## src/rtl/aux_req_framer.sv

```systemverilog
module aux_req_framer #(
  parameter int DELAY_DIV = 10
) (
  input  logic         clk,
  input  logic         rst_n,
  input  logic         req_valid,
  input  logic [19:0]  req_addr,
  input  logic [3:0]   req_code,
  input  logic [4:0]   req_len,
  input  logic [127:0] req_data,
  input  logic [7:0]   req_delay,
  output logic         busy,
  output logic         tx_valid,
  input  logic         tx_ready,
  output logic [7:0]   tx_data,
  output logic         tx_last,
  output logic [7:0]   eng_delay,
  input  logic         rpl_valid,
  input  logic [1:0]   rpl_status,
  input  logic [7:0]   rpl_ack,
  input  logic [4:0]   rpl_len,
  output logic         done_valid,
  output logic [2:0]   done_code,
  output logic [4:0]   done_count,
  output logic [3:0]   done_reply
);

  localparam logic [2:0] RES_OK  = 3'd0;
  localparam logic [2:0] RES_BIG = 3'd4;
  localparam logic [2:0] RES_BAD = 3'd5;
  localparam logic [4:0] MAX_LEN = 5'd16;

  typedef enum logic [1:0] {ST_IDLE, ST_TX, ST_WAIT} st_t;
  st_t st;

  logic [4:0]   idx;
  logic [19:0]  r_addr;
  logic [3:0]   r_code;
  logic [4:0]   r_len;
  logic [127:0] r_data;

  logic [3:0] in_mask;
  logic       in_big, in_bad, accept;
  assign in_mask = req_code & 4'b1011;
  assign in_big  = req_len > MAX_LEN;
  assign in_bad  = !(in_mask == 4'h0 || in_mask == 4'h1 ||
                     in_mask == 4'h8 || in_mask == 4'h9);
  assign accept  = req_valid && (st == ST_IDLE);

  logic       is_wr;
  logic [4:0] tot, last_idx;
  logic [3:0] lenm1, size_nib, pidx;
  assign is_wr    = ~r_code[0];
  assign tot      = is_wr ? (5'd4 + r_len) : 5'd4;
  assign last_idx = tot - 5'd1;
  assign lenm1    = (r_len == 5'd0) ? 4'd0 : 4'(r_len - 5'd1);
  assign size_nib = (r_len == 5'd0) ? 4'd3 : tot[3:0];
  assign pidx     = 4'(idx - 5'd4);

  always_comb begin
    case (idx)
      5'd0:    tx_data = r_addr[7:0];
      5'd1:    tx_data = r_addr[15:8];
      5'd2:    tx_data = {r_code, r_addr[19:16]};
      5'd3:    tx_data = {size_nib, lenm1};
      default: tx_data = r_data[{pidx, 3'b000} +: 8];
    endcase
  end

  assign busy     = (st != ST_IDLE);
  assign tx_valid = (st == ST_TX);
  assign tx_last  = tx_valid && (idx == last_idx);

  always_ff @(posedge clk) begin
    if (!rst_n) begin
      st         <= ST_IDLE;
      idx        <= '0;
      r_addr     <= '0;
      r_code     <= '0;
      r_len      <= '0;
      r_data     <= '0;
      eng_delay  <= '0;
      done_valid <= 1'b0;
      done_code  <= RES_OK;
      done_count <= '0;
      done_reply <= '0;
    end else begin
      done_valid <= 1'b0;
      case (st)
        ST_IDLE: if (accept) begin
          if (in_big || in_bad) begin
            done_valid <= 1'b1;
            done_code  <= in_big ? RES_BIG : RES_BAD;
            done_count <= '0;
            done_reply <= '0;
          end else begin
            r_addr    <= req_addr;
            r_code    <= req_code;
            r_len     <= req_len;
            r_data    <= req_data;
            eng_delay <= 8'(req_delay / 8'(DELAY_DIV));
            idx       <= '0;
            st        <= ST_TX;
          end
        end
        ST_TX: if (tx_ready) begin
          if (idx == last_idx) st <= ST_WAIT;
          else idx <= idx + 5'd1;
        end
        ST_WAIT: if (rpl_valid) begin
          st         <= ST_IDLE;
          done_valid <= 1'b1;
          if (rpl_status == 2'd0) begin
            done_code  <= RES_OK;
            done_reply <= rpl_ack[7:4];
            done_count <= is_wr ? r_len : ((rpl_len < r_len) ? rpl_len : r_len);
          end else begin
            done_code  <= {1'b0, rpl_status};
            done_reply <= '0;
            done_count <= '0;
          end
        end
        default: st <= ST_IDLE;
      endcase
    end
  end

  p_big_reject_r1: assert property (@(posedge clk) disable iff (!rst_n)
    (req_valid && !busy && req_len > 5'd16) |=>
      (done_valid && done_code == 3'd4 && !tx_valid && !busy));

  p_bad_reject_r11: assert property (@(posedge clk) disable iff (!rst_n)
    (req_valid && !busy && req_len <= 5'd16 &&
     !((req_code & 4'b1011) inside {4'h0, 4'h1, 4'h8, 4'h9})) |=>
      (done_valid && done_code == 3'd5 && !tx_valid));

  p_hold_stream_r6: assert property (@(posedge clk) disable iff (!rst_n)
    (tx_valid && !tx_ready) |=> (tx_valid && $stable(tx_data) && $stable(tx_last)));

  p_err_empty_r7: assert property (@(posedge clk) disable iff (!rst_n)
    (done_valid && done_code inside {3'd1, 3'd2, 3'd3}) |->
      (done_count == 5'd0 && done_reply == 4'd0));

  p_count_cap_r8: assert property (@(posedge clk) disable iff (!rst_n)
    (done_valid && done_code == 3'd0) |-> (done_count <= 5'd16));

  p_busy_accept_r10: assert property (@(posedge clk) disable iff (!rst_n)
    (req_valid && !busy && req_len <= 5'd16 &&
     ((req_code & 4'b1011) inside {4'h0, 4'h1, 4'h8, 4'h9})) |=> (busy && !done_valid));

  p_busy_done_r10: assert property (@(posedge clk) disable iff (!rst_n)
    done_valid |-> !busy);

endmodule

```

## config.mk

```make
export PLATFORM = sky130hd
export DESIGN_NAME = aux_req_framer
export DESIGN_NICKNAME = d
export VERILOG_FILES = /design/src/rtl/aux_req_framer.sv
export SDC_FILE = /design/constraint.sdc
export NUM_CORES = 1
export LEC_CHECK = 0
export ABC_AREA = 1
export BUFFER_PORTS_ARGS = -buffer_cell sky130_fd_sc_hd__buf_2
export CAP_MARGIN = 0
export CORE_ASPECT_RATIO = 1.5
export CORE_MARGIN = 8
export CORE_UTILIZATION = 35
export CTS_CLUSTER_DIAMETER = 30
export DETAILED_ROUTE_END_ITERATION = 6
export PLACE_DENSITY = 0.57
export SYNTH_ARGS = -nofsm -noshare
export SYNTH_HDL_FRONTEND = slang
export SYNTH_SLANG_ARGS = --single-unit
```

## constraint.sdc

```tcl
create_clock -name clk -period 2.99 [get_ports clk]
set_input_delay 0.299 -clock clk [delete_from_list [all_inputs] [get_ports clk]]
set_output_delay 0.299 -clock clk [all_outputs]
set_load 0.02 [all_outputs]
```

==> metrics.md, run 1 <==
| Metric | Value |
|---|---|
| Total CTS buffers | `17` |
| CP max FO | `20` |
| Clk Latency, worst-skew pair | `0.44 ns` |
| WP data arrival | `2.43 ns` |
| Worst relative slew slack | `0.3839` |
| Synth top area share | `0.4254` |
| Post-DP Area | `0.009836 mm²` |
| Unrepaired setup endpoints after global routing | `no` |
| Synth area leader | `dfxtp_1` |
| Tcrit/Tclk final | `0.9130` |
| Post-CTS setup buffers | `0` |
| Die width | `143.7 µm` |
| Share of flip-flops with an asynchronous set or reset | `0` |
| Share of post-route cells with drive strength above 1 | `0.2102` |
| Num ports | `217` |
| Drt first pass iters | `5` |
| R2R Path Start | `r_code[0]$_SDFFE_PN0P_` |
| Clock Sinks | `182` |
| Cell Int Power | `4.182 mW` |
| Sw Share | `0.2468` |
| Wire per inst | `16.44 µm` |
| Tot GR Track Use | `0.1902` |
| Hold WC Path Type | `primary input to flop` |
| Worst-Margin Slew | `0.9242 ns` |
| Fin crit period | `2.730 ns` |
| Max-Cap Viols | `0` |
| WS Path Type | `flop to primary output` |
| Vias in the first global route | `8509` |
| Ys flop type | `dfxtp_1` |
| Post-synth EDFFs | `0` |
| First-pass GRT wire length | `44.08 mm` |
| Finished Core Util | `0.4320` |
| Core Area | `0.02426 mm²` |
| Register area share after synthesis | `0.4254` |
| Root Buffer | `clkbuf_16` |
| Synth Area per Inst | `7.032 µm²` |
| Netlist cell types | `39` |
| Vias per Instance | `4.884` |
| PD cells | `529.7 mW/mm²` |
| Status | `finished clean` |
| Post-synth top cells | `263 x nand2_1, 182 x dfxtp_1, 169 x a21oi_1` |
| Slew Limit Fails | `0` |
| Hold path start | `req_addr[3]` |
| Post-route cell area | `0.01048 mm²` |
| Nets@finish | `1583` |
| Crit path launch | `idx[0]$_SDFFE_PN0P_` |
| Grt ovf | `0` |
| # fillers | `2628` |
| CTS tree | `done` |
| Setup_tns | `0 ns` |
| Antenna Nets Post-Route | `0` |
| Synth Instances | `1218` |
| Worst reg2reg setup slack | `0.77 ns` |
| Dominant cells by area after synthesis | `dfxtp_1 43%, nand2_1 12%, a21oi_1 9.9%` |
| Total wire length | `28.32 mm` |
| Flop pwr share | `0.458` |
| # rows | `70` |
| Max VDD drop | `0.3906 mV` |
| H-tree levels | `4` |
| FMAX | `0.3663 GHz` |
| Final hold vios | `0` |
| P_leak | `4.230 nW` |
| Port Buffer Count | `209` |
| Final setup fails | `0` |
| CP startpoint kind | `flop` |
| Dominant cell by count in the synthesized netlist | `nand2_1` |
| Via count | `8410` |
| Synthesis-to-layout area growth | `22.38%` |
| Clock Path Buffers | `2` |
| Combinational Power Share | `0.111` |
| Largest net degree at the start of global routing | `164` |
| Initial antenna violation count | `6` |
| Seq cells post-synth | `182` |
| Cts hold-fix bufs | `0` |
| Starting Density | `0.3530` |
| Critical path data required time | `2.69 ns` |
| Setup Skew | `0.01042 ns` |
| Post-DP HPWL | `21.08 mm` |
| Initial DRC Count | `434` |
| Post-route DRC | `0` |
| Pwr Total | `5.552 mW` |
| Clk slew on worst S/H paths | `0.07 ns` |
| CP Capture Type | `primary output` |
| Cts repair resizes | `0` |
| Die height | `207.6 µm` |
| Net Sw Power | `1.370 mW` |
| Clock power frac | `0.430` |
| Synthesized cell area | `0.008564 mm²` |
| Ys Warns | `0` |
| GPL Wtd Cong | `0.8497` |
| DIE AREA | `0.02984 mm²` |
==> cell type report <==
type,instances,area [µm²],share of cell area
sequential,182,3645,0.3477
inverter,122,460.4,0.04393
clock inverter,6,115.1,0.01098
clock buffer,24,511.7,0.04882
multi-input combinational,832,4120,0.3931
tap,324,405.4,0.03868
timing repair buffer,228,1214,0.1158
antenna,4,10.01,0.0009550
==> state kept, by name (all words and copies together), names as in the netlist <==
register    count
eng_delay       5
done_count      5
st              2
done_valid      1
done_code       3
r_data        128
r_addr         20
done_reply      4
r_len           5
r_code          4
idx             5
==> path summary, 6_finish.rpt <==
check                                               to  cells after the start
worst max register to register     idx[1]$_SDFFE_PN0P_                     13
worst min register to register  r_code[1]$_SDFFE_PN0P_                      2
worst max-delay path                        tx_data[7]                      8
worst min-delay path            r_addr[3]$_SDFFE_PN0P_                      3
==> power groups by stage <==
stage	combinational (mW)	sequential (mW)	clock, mW
after floorplan	0.372	2.60	0
final	0.618	2.54	2.39
after detailed placement	0.623	2.60	0
after global placement	0.610	2.60	0
after CTS	0.625	2.54	2.46
after global routing	0.699	2.55	2.52
==> kinds of logic after synthesis <==
group           Yosys count  share of synthesized area
simple gates            452                     0.2295
buf+inv                 206                    0.09657
flops                   182                     0.4254
fa+ha+maj                15                    0.02191
other cells               1                  0.0004379
compound gates          351                     0.2149
xor+xnor                 11                    0.01125
==> per-stage QoR <==
step	instances	hold WS, ns	worst slack [ns]
3_3_place_gp	1688	0.4192	0.5498
6_report	1722	0.08753	0.2603
4_1_cts	1718	0.06467	0.06366
5_1_grt	1722	0.09121	0.04797
3_5_place_dp	1688	0.4198	0.5525
2_1_floorplan	1220	0.4087	0.6027
==> cells in the final DEF, fill, tap and decap left out, types with 3 or more instances in the layout <==
master,instances
clkbuf_8,6
ha_1,15
bufinv_16,3
dfxtp_1,181
conb_1,3
buf_4,17
buf_2,209
diode_2,4
nand2_1,262
xor2_1,10
a221oi_1,6
nand3_1,144
o21ai_1,7
nor2_1,21
a21oi_1,169
clkbuf_16,17
inv_1,109
o211ai_1,6
nand3_2,4
nor3_1,4
inv_2,10
a31oi_1,4
o21ai_0,150
nand2_2,9
==> routing by layer <==
metal,global-route usage,vias up,routed length (µm)
met2,0.3401,178,14610
met3,0.03983,33,1243
met5,0,-,13
met1,0.2110,3836,11800
li1,-,4361,-
met4,0.08009,2,656
==> worst max-delay path, stage by stage (launching register included) <==
cell and delay, ns:
dfxtp_2 0.38, inv_2 0.18, ha_1 0.26, nand3_1 0.14
inv_1 0.16, nor4_4 0.43, nand2_1 0.11, o311ai_1 0.10
buf_2 0.23
No activity file was read; power rests on OpenSTA's default activity.
==> run 2: changes to the inputs <==
--- a/config.mk
+++ b/config.mk
@@ -5,7 +5,7 @@
 export SDC_FILE = /design/constraint.sdc
 export NUM_CORES = 1
 export LEC_CHECK = 0
-export ABC_AREA = 1
+export ABC_AREA = 0
 export BUFFER_PORTS_ARGS = -buffer_cell sky130_fd_sc_hd__buf_2
 export CAP_MARGIN = 0
 export CORE_ASPECT_RATIO = 1.5
==> run 2 against run 1 <==
  * Worst hold slack better by 0.0020 ns
  * Flip-flop and latch count unchanged
  * Sequential power about the same
  * Clock power down 7%
  * Clock skew about the same
  * Critical path depth down 2
  * Count of clock-buffer cells in the layout down 4
  * Largest cell class unchanged
  * Highest routed layer is now met4
==> metrics.md, run 2 <==
| Metric | Value |
|---|---|
| Ys Warns | `0 (unchanged)` |
| Synth Area per Inst | `8.283 µm² (+18%)` |
| Max VDD drop | `0.3834 mV (-1.8%)` |
| Clock power frac | `0.411 (-0.019)` |
| H-tree levels | `4 (unchanged)` |
| Hold WC Path Type | `primary input to flop` |
| # rows | `70 (unchanged)` |
| Worst Reg-to-Reg Cells | `10 (-3)` |
| Worst relative slew slack | `0.4110 (+0.02709)` |
| Total CTS buffers | `17 (unchanged)` |
| Synth area leader | `dfxtp_1` |
| PD cells | `516.9 mW/mm² (-2.4%)` |
| Clk slew on worst S/H paths | `0.07 ns (about the same)` |
| Dpl cells | `1505 (-11%)` |
| Post-synth top cells | `333 x nand2_1, 182 x dfxtp_1, 179 x a21oi_1` |
| Grt ovf | `0 (unchanged)` |
| Top flop regs | `r_data: 128 flops, r_addr: 20 flops` |
| Post-Place Worst Slack | `0.3587 ns (-0.1939 ns)` |
| Drt first pass iters | `5 (unchanged)` |
| Max-Cap Viols | `0 (unchanged)` |
| Antenna Nets Post-Route | `0 (unchanged)` |
| Slew Limit Fails | `0 (unchanged)` |
| WS Path Type | `flop to primary output` |
| Nets@finish | `1401 (-11%)` |
| Clock Sinks | `182 (unchanged)` |
| Combinational Power Share | `0.117 (+0.006)` |
| First-pass GRT wire length | `41.19 mm (-6.6%)` |
| Non-Filler Instances | `1538 (-11%)` |
| Setup_tns | `0 ns (unchanged)` |
| Share of post-route cells with drive strength above 1 | `0.2570 (+0.04682)` |
| Post-DP Area | `0.009872 mm² (+0.37%)` |
| Share of flip-flops with an asynchronous set or reset | `0 (unchanged)` |
| Netlist cell types | `61 (+56%)` |
| Core Area | `0.02426 mm² (unchanged)` |
| FMAX | `0.3494 GHz (-4.6%)` |
| Starting Density | `0.3534 (+0.0003610)` |
| Dominant cell by count in the synthesized netlist | `nand2_1` |
| Initial antenna violation count | `1 (-5)` |
| Final WS setup | `0.1281 ns (-0.1321 ns)` |
| Post-route DRC | `0 (unchanged)` |
| Pwr Total | `5.412 mW (-2.5%)` |
| Dominant cells by area after synthesis | `dfxtp_1 42%, nand2_1 15%, mux4_2 11%` |
| Commonest non-fill, non-tap cell in the layout | `nand2_1` |
| Sw Share | `0.2657 (+0.01894)` |
| CP startpoint kind | `flop` |
| Tot GR Track Use | `0.1775 (-0.01266)` |
| Worst-Margin Slew | `0.8835 ns (-0.04063 ns)` |
| Synth top area share | `0.4250 (-0.0004346)` |
| Root Buffer | `clkbuf_16` |
| Ant diodes | `0 (-4)` |
| Initial DRC Count | `366 (-16%)` |
| Seq cells post-synth | `182 (unchanged)` |
| Post-DP HPWL | `19.54 mm (-7.3%)` |
| Clk Latency, worst-skew pair | `0.44 ns (about the same)` |
| Vias in the first global route | `7918 (-6.9%)` |
| Clock Path Buffers | `2 (unchanged)` |
| CP max FO | `17 (-15%)` |
| Register area share after synthesis | `0.4250 (-0.0004346)` |
| Final hold vios | `0 (unchanged)` |
| Vias per Instance | `4.990 (+2.2%)` |
| Worst hold path depth | `3 (unchanged)` |
| Die width | `143.8 µm (about the same)` |
| Flop pwr share | `0.472 (+0.014)` |
| Net Sw Power | `1.438 mW (+5.0%)` |
| GPL Wtd Cong | `0.8316 (-2.1%)` |
| Cell Int Power | `3.974 mW (-5.0%)` |
| CP Capture Type | `primary output` |
| Post-synth EDFFs | `0 (unchanged)` |
| Final setup fails | `0 (unchanged)` |
| WP data arrival | `2.56 ns (+0.13 ns)` |
| Synthesized cell area | `0.008573 mm² (+0.10%)` |
| DIE AREA | `0.02986 mm² (about the same)` |
| Wire per inst | `17.07 µm (+3.8%)` |
| Via count | `7674 (-8.8%)` |
| Critical path data required time | `2.69 ns (about the same)` |
| Status | `finished clean` |
| Synth Instances | `1035 (-15%)` |
| Die height | `207.7 µm (about the same)` |
| CTS tree | `done` |
| Fin crit period | `2.862 ns (+0.1321 ns)` |
| Max reg flops | `128 (unchanged)` |
| Unrepaired setup endpoints after global routing | `no` |
| Largest Register | `r_data` |
| Ys flop type | `dfxtp_1` |
| Num ports | `217 (unchanged)` |
| Total wire length | `26.25 mm (-7.3%)` |
| Tcrit/Tclk final | `0.9572 (+0.04419)` |
| Largest net degree at the start of global routing | `172 (+4.9%)` |
| P_leak | `3.998 nW (-5.5%)` |
| Synthesis-to-layout area growth | `22.12%` |
| Port Buffer Count | `209 (unchanged)` |
| Post-route cell area | `0.01047 mm² (-0.11%)` |
| Most frequent cells in the layout | `333 x nand2_1, 209 x buf_2, 180 x dfxtp_1, 179 x a21oi_1, 40 x mux4_2` |
| Setup Skew | `0.01092 ns (+0.0004979 ns)` |
## run 2: cell count changes in the layout (fill, tap and decap cells not counted), moves of 8 or more
cell | previous run | this run
a21oi_1 | 169 | 179
a22o_1 | 0 | 10
inv_1 | 109 | 21
inv_2 | 10 | 0
mux4_2 | 0 | 40
nand2_1 | 262 | 333
nand2_2 | 9 | 0
nand3_1 | 144 | 4
nor2_1 | 21 | 29
o21ai_0 | 150 | 15
xnor2_1 | 1 | 9
## run 2: metal layers
layer / global-route usage / part of all wire
met1: 0.1977 / 0.40
met2: 0.3250 / 0.54
met3: 0.03476 / 0.044
met4: 0.06043 / 0.020
met5: 0 / 0
## run 2: worst paths after layout
kind | from | to | slack, ns
setup / recovery | idx[0]$_SDFFE_PN0P_ | tx_data[2] | 0.13
hold / removal | req_data[42] | r_data[42]$_SDFFE_PN0P_ | 0.09
setup reg to reg | r_len[1]$_SDFFE_PN0P_ | idx[1]$_SDFFE_PN0P_ | 0.46
hold reg to reg | r_data[88]$_SDFFE_PN0P_ | r_data[88]$_SDFFE_PN0P_ | 0.45
## run 2: final cells by class
type	count	area (µm²)
flip-flops and latches	182	3646
well taps	324	405.4
inverters	22	85.08
repair buffers	226	1231
multi-input cells	752	4529
clock buffers	20	446.7
clock inverters	12	126.4
fillers	2546	13790
## run 2: through the flow
step                      hold WS [ns]  utilization
after floorplan                 0.4331            -
after global placement          0.4402       0.4069
after detailed placement        0.4431       0.4069
after CTS                      0.06782       0.4308
after global routing           0.07131       0.4316
final                          0.08956       0.4316
## run 2: critical path, stage by stage, from the launching register on
cell and delay, ns:
dfxtp_2 0.44, buf_12 0.22, mux4_2 0.59, mux4_2 0.51, nor2_1 0.13, a21oi_1 0.06
buf_2 0.17
## run 2: logic make-up (layout without fill, tap and decap cells)
logic type | after synthesis | after routing | synth area share
AOI/OAI and AO/OA | 268 | 268 | 0.1846
xor gates and xnor gates | 12 | 12 | 0.01226
adders and majority gates | 16 | 16 | 0.02306
buffers and inverters | 104 | 280 | 0.05166
DFF | 182 | 182 | 0.4250
muxes | 41 | 41 | 0.1064
other | 1 | 3 | 0.0004374
and+or+nand+nor | 411 | 412 | 0.1966
## run 2: power groups by stage
| stage | combinational (mW) | clock, mW | sequential, mW |
|---|---|---|---|
| final | 0.632 | 2.23 | 2.55 |
| after detailed placement | 0.635 | 0 | 2.61 |
| after global routing | 0.702 | 2.38 | 2.56 |
| after floorplan | 0.378 | 0 | 2.60 |
| after CTS | 0.639 | 2.28 | 2.55 |
| after global placement | 0.627 | 0 | 2.61 |
## run 2: what timing repair did
| action | CTS | global route |
|---|---|---|
| hold buffers | 0 | 0 |
| buffers inserted | 0 | 0 |
| resized for setup | 2 | 3 |
| setup endpoints to repair | 8 | 8 |
| cloned | 0 | 1 |
| pin swaps | 0 | 1 |
==> run 3: changes to the inputs <==
--- a/config.mk
+++ b/config.mk
@@ -6,14 +6,15 @@
 export NUM_CORES = 1
 export LEC_CHECK = 0
 export ABC_AREA = 0
-export BUFFER_PORTS_ARGS = -buffer_cell sky130_fd_sc_hd__buf_2
 export CAP_MARGIN = 0
 export CORE_ASPECT_RATIO = 1.5
 export CORE_MARGIN = 8
 export CORE_UTILIZATION = 35
+export CTS_BUF_LIST = sky130_fd_sc_hd__clkbuf_16
 export CTS_CLUSTER_DIAMETER = 30
 export DETAILED_ROUTE_END_ITERATION = 6
-export PLACE_DENSITY = 0.57
+export DONT_BUFFER_PORTS = 1
+export PLACE_DENSITY = 0.51
 export SYNTH_ARGS = -nofsm -noshare
 export SYNTH_HDL_FRONTEND = slang
 export SYNTH_SLANG_ARGS = --single-unit
==> constraint.sdc (replaced) <==
create_clock -name clk -period 2.5 [get_ports clk]
set_input_delay 0.25 -clock clk [delete_from_list [all_inputs] [get_ports clk]]
set_output_delay 0.25 -clock clk [all_outputs]
set_load 0.02 [all_outputs]
==> run 3 against run 2 <==
  * Largest cell class unchanged
  * Critical endpoint is now tx_data[4]
  * Final cell count fell by 0.85%
  * Worst setup slack got worse by 0.26 ns
  * The flow now finishes with violations (negative setup slack)
  * Worst hold slack got worse by 0.069 ns
  * Wire length rose by 8.1%
  * Sequential share of layout area fell by 3.5 points
  * Sequential power rose by 20%
==> metrics.md, run 3 (synthesized netlist as in run 2, its figures left out) <==
| Metric | Value |
|---|---|
| Die width | `143.8 µm (unchanged)` |
| Via count | `7816 (+1.9%)` |
| Largest Register | `r_data` |
| PD cells | `575.2 mW/mm² (+11%)` |
| First-pass GRT wire length | `43.78 mm (+6.3%)` |
| FMAX | `0.3802 GHz` |
| Port Buffer Count | `0 (-100%)` |
| Most frequent cells in the layout | `333 x nand2_1, 176 x dfxtp_1, 174 x a21oi_1, 164 x dlygate4sd3_1, 40 x mux4_2` |
| Share of post-route cells with drive strength above 1 | `0.1386 (-0.1184)` |
| CP startpoint kind | `flop` |
| CP Capture Type | `primary output` |
| Synthesis-to-layout area growth | `36.34%` |
| Die height | `207.7 µm (unchanged)` |
| RR Endpoint | `idx[0]$_SDFFE_PN0P_` |
| Final WS setup | `-0.1301 ns (-0.2583 ns)` |
| Worst setup endpoint | `tx_data[4]` |
| Slew Limit Fails | `0 (unchanged)` |
| Final setup fails | `8 (+8)` |
| H-tree levels | `4 (unchanged)` |
| # fillers | `2359 (-7.3%)` |
| Initial DRC Count | `278 (-24%)` |
| Vias in the first global route | `8127 (+2.6%)` |
| Clk slew on worst S/H paths | `0.07 ns (about the same)` |
| Tot GR Track Use | `0.1912 (+0.01374)` |
| Tcrit/Tclk final | `1.052` |
| Hold WC Path Type | `primary input to flop` |
| Largest net degree at the start of global routing | `100 (-42%)` |
| Top flop regs | `r_data: 128 flops, r_addr: 20 flops` |
| Drt first pass iters | `4 (-1)` |
| Post-route DRC | `0 (unchanged)` |
| Finished Core Util | `0.4818 (+0.05023)` |
| Area of the multi-input gates | `0.004736 mm² (+4.6%)` |
| Max-Cap Viols | `0 (unchanged)` |
| Fin crit period | `2.630 ns` |
| Setup Skew | `0.008261 ns (-0.002659 ns)` |
| Worst reg2reg setup slack | `0.22 ns (-0.24 ns)` |
| Worst-Margin Slew | `0.4917 ns (-0.3918 ns)` |
| Worst relative slew slack | `0.6691 (+0.2582)` |
| P_leak | `4.062 nW (+1.6%)` |
| Setup_tns | `-0.9099 ns (-0.9099 ns)` |
| Post-DP HPWL | `19.70 mm (+0.80%)` |
| Grt ovf | `0 (unchanged)` |
| Starting Density | `0.3534 (unchanged)` |
| WS Path Type | `flop to primary output` |
| Final hold vios | `0 (unchanged)` |
| Num ports | `217 (unchanged)` |
| Vias per Instance | `5.125 (+2.7%)` |
| Core Area | `0.02426 mm² (unchanged)` |
| Clk Latency, worst-skew pair | `0.44 ns (about the same)` |
| Non-Filler Instances | `1525 (-0.85%)` |
| Unrepaired setup endpoints after global routing | `yes` |
| # rows | `70 (unchanged)` |
| R2R Path Start | `r_code[0]$_SDFFE_PN0P_` |
| Dpl cells | `1313 (-13%)` |
| CP max FO | `4 (-13)` |
| Total wire length | `28.37 mm (+8.1%)` |
| Crit path launch | `idx[0]$_SDFFE_PN0P_` |
| GPL Wtd Cong | `0.8202 (-1.4%)` |
| Failing checks | `negative setup slack` |
| Wire per inst | `18.60 µm (+9.0%)` |
| Root Buffer | `clkbuf_16` |
| CTS tree | `done` |
| Worst hold path depth | `2 (-1)` |
| Critical path data required time | `2.25 ns (-0.44 ns)` |
| Max reg flops | `128 (unchanged)` |
| Clock Path Buffers | `2 (unchanged)` |
| Reg area | `0.003656 mm² (+0.27%)` |
| Clock Sinks | `182 (unchanged)` |
| DIE AREA | `0.02986 mm² (unchanged)` |
| WP data arrival | `2.38 ns (-0.18 ns)` |
| Status | `finished with violations` |
| Commonest non-fill, non-tap cell in the layout | `nand2_1` |
| Initial antenna violation count | `3 (+2)` |
| Worst Reg-to-Reg Cells | `10 (unchanged)` |
| Antenna Nets Post-Route | `0 (unchanged)` |
| Nets@finish | `1385 (-1.1%)` |
| Total CTS buffers | `17 (unchanged)` |
| Max VDD drop | `0.4851 mV (+27%)` |
==> run 3: cell types whose count changed in the layout (fill, tap and decap cells not counted), sizes merged, moves of 3 or more <==
cell	previous run	this run
buf	226	46
dlygate4sd3	0	164
clkinv	1	5
clkbuf	20	17
diode	0	3
inv	31	28
==> run 3: layer usage <==
metal | GRT usage | vias to the layer above | routed length [µm]
met5 | 0 | - | 0
met4 | 0.1008 | 0 | 1178
met3 | 0.03361 | 64 | 908
met2 | 0.3424 | 193 | 15070
met1 | 0.2082 | 3690 | 11220
li1 | - | 3869 | -
==> run 3: repair_timing <==
item / in CTS / in global routing
hold endpoints to repair: 165 / 1
setup buffers: 9 / 2
setup endpoints to repair: 9 / 14
hold buffers: 163 / 1
resized for setup: 30 / 15
pin swaps: 7 / 6
cloned: 3 / 0
==> run 3: layout make-up <==
cell class	count	area share
clock buffer	17	0.03639
multi-input combinational	751	0.4052
tap	324	0.03468
antenna	3	0.0006423
sequential	182	0.3128
inverter	22	0.007493
timing repair buffer	211	0.1868
clock inverter	15	0.01606
==> run 3: power by group <==
| group | total, mW | internal [mW] | switching [mW] | leakage, nW |
|---|---|---|---|---|
| registers | 3.06 | 3.00 | 0.0667 | 1.48 |
| clock network | 2.80 | 1.52 | 1.28 | 0.294 |
| logic | 0.864 | 0.436 | 0.428 | 2.29 |
| total | 6.72 | 4.95 | 1.77 | 4.06 |
==> run 3: worst max-delay path, stage by stage (launching register included) <==
cell	delay, ns
dfxtp_4	0.38
buf_12	0.12
buf_8	0.11
buf_6	0.09
mux4_2	0.52
mux4_2	0.53
nor2_4	0.12
a31oi_4	0.06
==> run 3: stage by stage <==
step                power [mW]  hold WS, ns  cell area, µm²  worst slack, ns
finish                   6.724      0.02011           11690          -0.1301
global route             7.037      0.02416           11690          -0.2004
CTS                      6.809     0.002231           11620          -0.1747
detailed placement       3.743       0.3915            9106           0.1249
global placement         3.734       0.3907            9106           0.1268
floorplan                3.589       0.3860            8746         0.002460
==> run 3: worst min-delay path by stage <==
stage	start	endpoint	slack [ns]
CTS	req_data[90]	r_data[90]$_SDFFE_PN0P_	0.002
detailed placement	req_addr[14]	r_addr[14]$_SDFFE_PN0P_	0.39
global route	rpl_len[0]	done_count[0]$_SDFFE_PN0P_	0.02
global placement	req_data[86]	r_data[86]$_SDFFE_PN0P_	0.39
floorplan	req_code[0]	r_code[0]$_SDFFE_PN0P_	0.39
finish	rpl_len[4]	done_count[4]$_SDFFE_PN0P_	0.02
